`config.mk`:
```
export PLATFORM = sky130hd
export DESIGN_NAME = lvl_irq_ctrl
export DESIGN_NICKNAME = d
export VERILOG_FILES = /design/src/rtl/lirq_pkg.sv /design/src/rtl/lirq_regs.sv /design/src/rtl/lirq_pend.sv /design/src/rtl/lirq_fiq.sv /design/src/rtl/lvl_irq_ctrl.sv
export SDC_FILE = /design/constraint.sdc
export NUM_CORES = 1
export LEC_CHECK = 0
export ABC_AREA = 1
export BUFFER_PORTS_ARGS = -buffer_cell sky130_fd_sc_hd__buf_2
export CORE_UTILIZATION = 35
export DETAILED_ROUTE_END_ITERATION = 7
export SYNTH_ARGS = -nofsm -noshare
export SYNTH_HDL_FRONTEND = slang
export SYNTH_SLANG_ARGS = --single-unit
```
`constraint.sdc`:
```
create_clock -name clk -period 1.49 [get_ports clk]
set_input_delay 0.149 -clock clk [delete_from_list [all_inputs] [get_ports clk]]
set_output_delay 0.149 -clock clk [all_outputs]
set_load 0.05 [all_outputs]
```
`src/rtl/lirq_pkg.sv`:
```
package lirq_pkg;
  localparam int WORD_W    = 32;
  localparam int SEL_W     = 7;
  localparam int MIRROR_N  = 11;
  localparam int MIRROR_LSB = 10;
  localparam int ANY_LO_BIT = 8;
  localparam int ANY_HI_BIT = 9;

  localparam int OFF_SUMMARY = 'h00;
  localparam int OFF_PEND_LO = 'h04;
  localparam int OFF_PEND_HI = 'h08;
  localparam int OFF_FIQ     = 'h0C;
  localparam int OFF_SET_LO  = 'h10;
  localparam int OFF_SET_LOC = 'h18;
  localparam int OFF_CLR_LO  = 'h1C;
  localparam int OFF_CLR_LOC = 'h24;

  typedef struct packed {
    logic             en;
    logic [SEL_W-1:0] sel;
  } fiq_ctrl_t;

  function automatic int mirror_src(input int idx);
    case (idx)
      0: return 7;
      1: return 9;
      2: return 10;
      3: return 18;
      4: return 19;
      5: return 53;
      6: return 54;
      7: return 55;
      8: return 56;
      9: return 57;
      default: return 62;
    endcase
  endfunction
endpackage

```
`src/rtl/lirq_regs.sv`:
```
module lirq_regs
  import lirq_pkg::*;
#(
  parameter int N_PERIPH = 64,
  parameter int N_LOCAL  = 8,
  parameter int ADDR_W   = 9
) (
  input  logic                clk,
  input  logic                rst_n,
  input  logic                wr_en,
  input  logic [ADDR_W-1:0]   wr_addr,
  input  logic [WORD_W-1:0]   wr_data,
  output logic [N_PERIPH-1:0] en_periph,
  output logic [N_LOCAL-1:0]  en_local,
  output fiq_ctrl_t           fiq_ctrl
);
  localparam int P_WORDS = N_PERIPH / WORD_W;

  // One set/clear pair of enable words per 32 peripheral lines
  for (genvar k = 0; k < P_WORDS; k++) begin : g_word
    localparam logic [ADDR_W-1:0] SET_A = ADDR_W'(OFF_SET_LO + 4 * k);
    localparam logic [ADDR_W-1:0] CLR_A = ADDR_W'(OFF_CLR_LO + 4 * k);
    always_ff @(posedge clk) begin
      if (!rst_n)
        en_periph[k*WORD_W +: WORD_W] <= '0;
      else if (wr_en && wr_addr == SET_A)
        en_periph[k*WORD_W +: WORD_W] <= en_periph[k*WORD_W +: WORD_W] | wr_data;
      else if (wr_en && wr_addr == CLR_A)
        en_periph[k*WORD_W +: WORD_W] <= en_periph[k*WORD_W +: WORD_W] & ~wr_data;
    end
  end

  always_ff @(posedge clk) begin
    if (!rst_n)
      en_local <= '0;
    else if (wr_en && wr_addr == ADDR_W'(OFF_SET_LOC))
      en_local <= en_local | wr_data[N_LOCAL-1:0];
    else if (wr_en && wr_addr == ADDR_W'(OFF_CLR_LOC))
      en_local <= en_local & ~wr_data[N_LOCAL-1:0];
  end

  always_ff @(posedge clk) begin
    if (!rst_n)
      fiq_ctrl <= '0;
    else if (wr_en && wr_addr == ADDR_W'(OFF_FIQ))
      fiq_ctrl <= fiq_ctrl_t'(wr_data[SEL_W:0]);
  end
endmodule

```
`src/rtl/lirq_pend.sv`:
```
module lirq_pend
  import lirq_pkg::*;
#(
  parameter int N_PERIPH = 64,
  parameter int N_LOCAL  = 8
) (
  input  logic [N_PERIPH-1:0] lvl_periph,
  input  logic [N_LOCAL-1:0]  lvl_local,
  input  logic [N_PERIPH-1:0] en_periph,
  input  logic [N_LOCAL-1:0]  en_local,
  output logic [N_PERIPH-1:0] pend_periph,
  output logic [WORD_W-1:0]   summary,
  output logic                irq
);
  localparam int HALF = N_PERIPH / 2;

  logic [N_LOCAL-1:0]  pend_local;
  logic [MIRROR_N-1:0] mirror;

  assign pend_periph = lvl_periph & en_periph;
  assign pend_local  = lvl_local & en_local;
  assign irq         = (|pend_periph) | (|pend_local);

  for (genvar g = 0; g < MIRROR_N; g++) begin : g_mirror
    localparam int SRC = mirror_src(g);
    assign mirror[g] = pend_periph[SRC];
  end

  always_comb begin
    summary                                = '0;
    summary[N_LOCAL-1:0]                   = pend_local;
    summary[ANY_LO_BIT]                    = |pend_periph[HALF-1:0];
    summary[ANY_HI_BIT]                    = |pend_periph[N_PERIPH-1:HALF];
    summary[MIRROR_LSB +: MIRROR_N]        = mirror;
  end
endmodule

```
`src/rtl/lirq_fiq.sv`:
```
module lirq_fiq
  import lirq_pkg::*;
#(
  parameter int N_PERIPH = 64,
  parameter int N_LOCAL  = 8
) (
  input  logic [N_PERIPH-1:0] lvl_periph,
  input  logic [N_LOCAL-1:0]  lvl_local,
  input  fiq_ctrl_t           fiq_ctrl,
  output logic                fiq
);
  localparam int N_ALL = N_PERIPH + N_LOCAL;

  // Local lines sit directly above the peripheral lines in select space
  logic [N_ALL-1:0] all_lvl;
  assign all_lvl = {lvl_local, lvl_periph};

  always_comb begin
    fiq = 1'b0;
    if (fiq_ctrl.en && int'(fiq_ctrl.sel) < N_ALL)
      fiq = all_lvl[fiq_ctrl.sel];
  end
endmodule

```
`src/rtl/lvl_irq_ctrl.sv`:
```
module lvl_irq_ctrl
  import lirq_pkg::*;
#(
  parameter int N_PERIPH = 64,
  parameter int N_LOCAL  = 8,
  parameter int ADDR_W   = 9
) (
  input  logic                clk,
  input  logic                rst_n,
  input  logic [N_PERIPH-1:0] periph_lvl_i,
  input  logic [N_LOCAL-1:0]  local_lvl_i,
  input  logic                bus_sel_i,
  input  logic                bus_wr_i,
  input  logic [ADDR_W-1:0]   bus_addr_i,
  input  logic [31:0]         bus_wdata_i,
  output logic [31:0]         bus_rdata_o,
  output logic                irq_o,
  output logic                fiq_o
);
  localparam int P_WORDS = N_PERIPH / WORD_W;
  localparam int PAD_LOC = WORD_W - N_LOCAL;

  logic [N_PERIPH-1:0] en_periph;
  logic [N_LOCAL-1:0]  en_local;
  fiq_ctrl_t           fiq_ctrl;
  logic [N_PERIPH-1:0] pend_periph;
  logic [WORD_W-1:0]   summary;
  logic [WORD_W-1:0]   loc_word;

  lirq_regs #(.N_PERIPH(N_PERIPH), .N_LOCAL(N_LOCAL), .ADDR_W(ADDR_W)) u_regs (
    .clk      (clk),
    .rst_n    (rst_n),
    .wr_en    (bus_sel_i & bus_wr_i),
    .wr_addr  (bus_addr_i),
    .wr_data  (bus_wdata_i),
    .en_periph(en_periph),
    .en_local (en_local),
    .fiq_ctrl (fiq_ctrl)
  );

  lirq_pend #(.N_PERIPH(N_PERIPH), .N_LOCAL(N_LOCAL)) u_pend (
    .lvl_periph (periph_lvl_i),
    .lvl_local  (local_lvl_i),
    .en_periph  (en_periph),
    .en_local   (en_local),
    .pend_periph(pend_periph),
    .summary    (summary),
    .irq        (irq_o)
  );

  lirq_fiq #(.N_PERIPH(N_PERIPH), .N_LOCAL(N_LOCAL)) u_fiq (
    .lvl_periph(periph_lvl_i),
    .lvl_local (local_lvl_i),
    .fiq_ctrl  (fiq_ctrl),
    .fiq       (fiq_o)
  );

  assign loc_word = {{PAD_LOC{1'b0}}, en_local};

  // Read decode: pure function of address and state
  always_comb begin
    bus_rdata_o = '0;
    if (bus_addr_i == ADDR_W'(OFF_SUMMARY))
      bus_rdata_o = summary;
    else if (bus_addr_i == ADDR_W'(OFF_FIQ))
      bus_rdata_o = {{(WORD_W-SEL_W-1){1'b0}}, fiq_ctrl};
    else if (bus_addr_i == ADDR_W'(OFF_SET_LOC))
      bus_rdata_o = loc_word;
    else if (bus_addr_i == ADDR_W'(OFF_CLR_LOC))
      bus_rdata_o = ~loc_word;
    else
      for (int k = 0; k < P_WORDS; k++) begin
        if (bus_addr_i == ADDR_W'(OFF_PEND_LO + 4 * k))
          bus_rdata_o = pend_periph[k*WORD_W +: WORD_W];
        if (bus_addr_i == ADDR_W'(OFF_SET_LO + 4 * k))
          bus_rdata_o = en_periph[k*WORD_W +: WORD_W];
        if (bus_addr_i == ADDR_W'(OFF_CLR_LO + 4 * k))
          bus_rdata_o = ~en_periph[k*WORD_W +: WORD_W];
      end
  end
endmodule

```
==> results of run 1 <==
==> where the power goes <==
group	switching, mW	leakage (nW)	internal (mW)
sequential	0.000787	0.652	2.13
combinational	0.462	4.31	0.266
clock	0.996	0.159	1.55
==> routing by layer <==
layer  global-route usage  vias to the layer above  share of wire
li1                     -                     4336              -
met4                0.124                        0          0.040
met2                0.506                      544           0.45
met1                0.441                     4419           0.41
met3               0.0520                      113          0.096
met5                    0                        -              0
==> kinds of logic after synthesis <==
logic type / after synthesis
buffers and inverters: 167
AO/OA/AOI/OAI: 232
flip-flops: 80
AND/OR/NAND/NOR: 626
==> area by class of cell <==
class,instances,share of cell area
multi-input cells,860,0.468
repair buffers,373,0.299
flip-flops and latches,80,0.142
inverters,111,0.0395
well taps,225,0.0245
clock buffers,12,0.0224
clock inverters,3,0.00567
==> critical path, stage by stage (launching register included) <==
cell	delay, ns
dfxtp_4	0.46
inv_8	0.07
clkbuf_16	0.17
nand2_1	0.07
nand2_1	0.06
nand2_1	0.07
nand3_1	0.11
nand3_2	0.10
nand3_2	0.07
nand3_2	0.08
nand3_2	0.09
nand2_2	0.09
clkinvlp_4	0.08
buf_8	0.15
==> timing repair <==
action	CTS	global route
endpoints found under the setup margin	36	89
gates resized for setup	284	184
gates cloned	7	7
buffers inserted	21	13
pin swaps	91	116
==> worst min path at each step <==
stage	depth (start not counted)	end	start	slack (ns)
finish	3	flip-flop	bus_wdata_i[15]	0.05
global route	3	flip-flop	bus_wdata_i[15]	0.06
CTS	3	flip-flop	bus_wdata_i[14]	0.05
detailed placement	3	flip-flop	bus_wdata_i[27]	0.43
global placement	3	flip-flop	bus_wdata_i[16]	0.42
floorplan	2	flip-flop	bus_wdata_i[0]	0.30
==> synth_stat cells, types with 3 or more instances <==
library cell,number,area share
nor2_2,4,0.0040
nand2_1,328,0.20
or2_2,12,0.012
or2_0,5,0.0050
buf_2,24,0.019
nor2_4,4,0.0072
clkbuf_1,22,0.013
a21oi_1,90,0.072
o211ai_1,6,0.0072
inv_2,5,0.0030
o2111ai_1,11,0.015
buf_6,8,0.014
nand3_1,90,0.072
dfxtp_1,80,0.26
o21ai_1,65,0.052
nor3_1,17,0.014
o21ai_0,46,0.037
nand4_1,42,0.042
nor2_1,119,0.071
nand2_2,3,0.0030
inv_1,103,0.062
o22ai_1,8,0.0080
==> layout by cell type (no fill, tap or decap), drive strengths merged <==
master | Yosys | final
buf | 34 | 367
nand2 | 331 | 332
nor2 | 127 | 128
o21ai | 111 | 111
inv | 110 | 109
a21oi | 92 | 92
nand3 | 90 | 90
dfxtp | 80 | 80
nand4 | 43 | 43
clkbuf | 22 | 18
nor3 | 18 | 18
or2 | 17 | 17
o2111ai | 11 | 11
o22ai | 8 | 8
o211ai | 6 | 6
bufinv | 0 | 2
clkinv | 1 | 2
o221ai | 2 | 2
o21bai | 1 | 1
clkinvlp | 0 | 1
a2111oi | 1 | 1
==> through the flow <==
step / TNS, ns / utilization / setup slack [ns]
6_report: -15.70 / 0.659 / -0.673
2_1_floorplan: -1.99 / - / -0.161
4_1_cts: -9.21 / 0.604 / -0.627
3_5_place_dp: -38.88 / 0.511 / -0.482
5_1_grt: -20.19 / 0.659 / -0.743
3_3_place_gp: -37.14 / 0.511 / -0.457
==> results.txt, run 1 <==
die width - 136 µm
Crit. End Element - output port
final setup skew - 0 ns
Buffers on Ports - 150
Synth Area in Simple Gates - 0.430
worst path required time - 1.34 ns
R2R cell count - 3
multi-input logic area - 0.00536 mm²
Final period util - 1.45
Synth cell types - 31
routed vias/inst - 5.66
status - finished with violations
Final Critical Period - 2.16 ns
setup violators final - 66
final-stage net count - 1552
design area - 0.0115 mm²
Final Max Slew Viols - 0
Global Route Usage Sum - 0.323
Area Overhead vs Synth - 83.0%
vias in the first global route - 8162
Final HPWL DP - 20.9 mm
Inst Count DP - 1606
total I/O pin count - 151
Fillers - 1499
CTS clock-pin slew for the worst setup and hold paths - 0.06 ns
Power Dens Cells - 471 mW/mm²
Top FF cell, synth - dfxtp_1
Critical Path Fanout Max - 9
post-synthesis adder-cell area fraction - 0
Hold Buf Count CTS - 0
Post-DP Area - 0.00890 mm²
syn_area_per_cell - 5.67 µm²
worst hold margin - 0.0489 ns
post-synthesis mux area share - 0
Min-Delay Path Class - primary input to flip-flop
first-pass GRT wire length - 44.7 mm
unrepaired setup endpoints after global routing - yes
layout cells sized above 1 - 0.465
crit path DAT - 2.01 ns
EDFF count, synth - 0
CTS buffer count - 9
reg2reg end - u_regs.fiq_ctrl[3]
Final Hold Viols - 0
critical path class - flip-flop to output port
fmax - 0.462 GHz
DR pass1 iterations - 6
worst setup path end - fiq_o
FF+latch count, synth - 80
die area - 0.0184 mm²
initial cell density of the core - 0.360
Routed Antenna Nets - 0
static leakage - 5.13 nW
slew margin rel. - 0.686
Row Count - 48
initial antenna violation count - 0
largest family of logic cells by synthesized area - simple AND/OR/NAND/NOR gates
Die H - 136 µm
GRT Residual Overflow - 0
Yosys warning count - 0
Vias - 9412
clock sinks - 80
Synth Instances - 1105
Clock Latency Late Sink - 0.36 ns
Total Power - 5.41 mW
Reg area - 0.00163 mm²
Critical Path Source - u_regs.fiq_ctrl[0]
routability cong. - 0.933
synthesized cell area - 0.00627 mm²
MaxCap Viol Count - 0
reg-to-reg setup timing slack - 0.41 ns
final WL - 32.4 mm
Core ar. - 0.0174 mm²
Max H-tree Level - 3
DRT iter0 DRCs - 1260
Antenna Cells - 0
post-synthesis xor/xnor area fraction - 0
Final Non-Filler Cells - 1664
CTS tree - built
root buf cell - clkbuf_16
reg-to-reg startpoint - u_regs.fiq_ctrl[3]
Worst-Margin Slew - 0.458 ns
maximum VDD drop - 0.536 mV
drt wl/cell - 19.5 µm
largest net degree at the start of global routing - 48
Clock Path Buffers - 2
CP Launch Type - flip-flop
Synth async-reset ratio - 0
Mapped Nets - 1222
post-synthesis sequential area ratio - 0.256
final worst slack - -0.673 ns
failing checks - setup timing
post-synthesis compound-gate area fraction - 0.199
Post-route DRC - 0
No activity file was read; power rests on OpenSTA's default activity.
==> inputs of run 2 (changes only) <==
Settings changed: RECOVER_POWER from default to 25.
==> run 2 against run 1 <==
  * The run still ends with setup timing left
  * First-iteration DRC count is the same
  * Die area unchanged
  * Flip-flop and latch count did not move
  * Sequential power hardly changed
  * Power hardly changed
  * Worst hold slack worse by 0.0025 ns
  * Final cell count did not move
  * Global-route usage is the same
  * Critical endpoint unchanged
  * Largest power group unchanged
==> results.txt, run 2 (synthesis gave the netlist of run 1 again) <==
Core ar. - 0.0174 mm² (unchanged)
Max H-tree Level - 3 (unchanged)
fmax - 0.462 GHz (about the same)
Buffers on Ports - 150 (unchanged)
critical path class - flip-flop to output port (unchanged)
total I/O pin count - 151 (unchanged)
Min-Delay Path Class - primary input to flip-flop (unchanged)
maximum VDD drop - 0.543 mV (was 0.536 mV)
design area - 0.0115 mm² (about the same)
largest net degree at the start of global routing - 48 (unchanged)
most common cell after layout, fill and taps aside - nand2_1 (unchanged)
CP Launch Type - flip-flop (unchanged)
Critical Path Fanout Max - 9 (unchanged)
Final Hold Viols - 0 (unchanged)
DRT iter0 DRCs - 1260 (unchanged)
Hold Buf Count CTS - 0 (unchanged)
reg2reg end - u_regs.fiq_ctrl[3] (unchanged)
unrepaired setup endpoints after global routing - yes (unchanged)
worst hold margin - 0.0463 ns (was 0.0489 ns)
failing checks - setup timing (unchanged)
final setup TNS - -15.66 ns (was -15.70 ns)
vias in the first global route - 8162 (unchanged)
Final period util - 1.45 (about the same)
Final Max Slew Viols - 0 (unchanged)
Post-DP Area - 0.00890 mm² (unchanged)
Die H - 136 µm (unchanged)
GRT Residual Overflow - 0 (unchanged)
crit path DAT - 2.02 ns (was 2.01 ns)
Final Critical Period - 2.17 ns (was 2.16 ns)
slew margin rel. - 0.686 (about the same)
layout cells sized above 1 - 0.465 (unchanged)
CTS tree - built (unchanged)
Crit. End Element - output port (unchanged)
Global Route Usage Sum - 0.323 (unchanged)
root buf cell - clkbuf_16 (unchanged)
MaxCap Viol Count - 0 (unchanged)
Vias - 9397 (was 9412)
Post-route DRC - 0 (unchanged)
reg-to-reg startpoint - u_regs.fiq_ctrl[3] (unchanged)
Worst Min Path Start - bus_wdata_i[15] (unchanged)
final setup skew - 0 ns (unchanged)
routability cong. - 0.933 (unchanged)
Clock Path Buffers - 2 (unchanged)
Power Dens Cells - 472 mW/mm² (was 471 mW/mm²)
routed vias/inst - 5.65 (was 5.66)
drt wl/cell - 19.5 µm (about the same)
DR pass1 iterations - 5 (was 6)
CTS buffer count - 9 (unchanged)
Critical Path Source - u_regs.fiq_ctrl[0] (unchanged)
initial antenna violation count - 0 (unchanged)
Worst-Margin Slew - 0.459 ns (was 0.458 ns)
final-stage net count - 1552 (unchanged)
Routed Antenna Nets - 0 (unchanged)
clock sinks - 80 (unchanged)
CTS clock-pin slew for the worst setup and hold paths - 0.06 ns (about the same)
worst setup path end - fiq_o (unchanged)
Row Count - 48 (unchanged)
Area Overhead vs Synth - 83.0% (about the same)
worst path required time - 1.34 ns (about the same)
R2R cell count - 3 (unchanged)
first-pass GRT wire length - 44.7 mm (unchanged)
commonest non-fill, non-tap cells in the layout - 256 x nand2_1, 143 x buf_4, 111 x buf_2, 100 x nor2_1, 90 x inv_1 (unchanged)
Final HPWL DP - 20.9 mm (unchanged)
setup violators final - 66 (unchanged)
Clock Latency Late Sink - 0.36 ns (about the same)
die width - 136 µm (unchanged)
final WL - 32.4 mm (about the same)
die area - 0.0184 mm² (unchanged)
final worst slack - -0.676 ns (was -0.673 ns)
Antenna Cells - 0 (unchanged)
static leakage - 5.13 nW (about the same)
reg-to-reg setup timing slack - 0.41 ns (about the same)
status - finished with violations (unchanged)
initial cell density of the core - 0.360 (unchanged)
[run 2: changes by cell type in the layout (fill, tap and decap cells not counted)]
cell,previous run,this run
inv_6,3,2
inv_2,11,12
[run 2: timing repair]
item / in CTS / in global routing
setup endpoints to repair: 36 / 89
setup buffers: 21 / 13
gates resized for setup: 284 / 184
cloned: 7 / 7
endpoints found under the hold margin: 0 / 0
pin swaps: 91 / 116
[run 2: how the worst min path moves through the flow]
stage	endpoint	slack [ns]	depth (start not counted)
final	flip-flop	0.05	3
after global routing	flip-flop	0.06	3
after CTS	flip-flop	0.05	3
after detailed placement	flip-flop	0.43	3
after global placement	flip-flop	0.42	3
after floorplan	flip-flop	0.30	2
[run 2: routing by layer]
layer,global-route usage,up-vias,share of wire
met3,0.0520,102,0.095
met5,0,-,0
met1,0.441,4432,0.41
li1,-,4338,-
met4,0.124,0,0.039
met2,0.506,525,0.45
[run 2: cell type report]
type	instances	area (µm²)
well taps	225	282
repair buffers	373	3420
multi-input cells	860	5360
clock buffers	12	256
clock inverters	3	65.1
inverters	111	448
fillers	1499	5950
flip-flops and latches	80	1630
[run 2: critical path: stages (launching register included)]
cell and delay [ns]:
dfxtp_4 0.46, inv_8 0.07, clkbuf_16 0.17, nand2_1 0.07
nand2_1 0.06, nand2_1 0.07, nand3_1 0.11, nand3_2 0.10
nand3_2 0.07, nand3_2 0.08, nand3_2 0.09, nand2_2 0.09
clkinvlp_4 0.08, buf_8 0.15
[run 2: power breakdown]
part / internal (mW) / leakage, nW / switching (mW)
clock: 1.55 / 0.159 / 1.00
combinational: 0.266 / 4.32 / 0.462
sequential: 2.13 / 0.652 / 0.000787
total: 3.95 / 5.13 / 1.46
[run 2: per-stage QoR]
step | util | cells | setup slack (ns) | total power, mW
2_1_floorplan | - | 1105 | -0.161 | 2.38
3_3_place_gp | 0.511 | 1606 | -0.457 | 2.76
3_5_place_dp | 0.511 | 1606 | -0.482 | 2.76
4_1_cts | 0.604 | 1645 | -0.627 | 5.33
5_1_grt | 0.658 | 1664 | -0.743 | 5.54
6_report | 0.658 | 1664 | -0.676 | 5.41
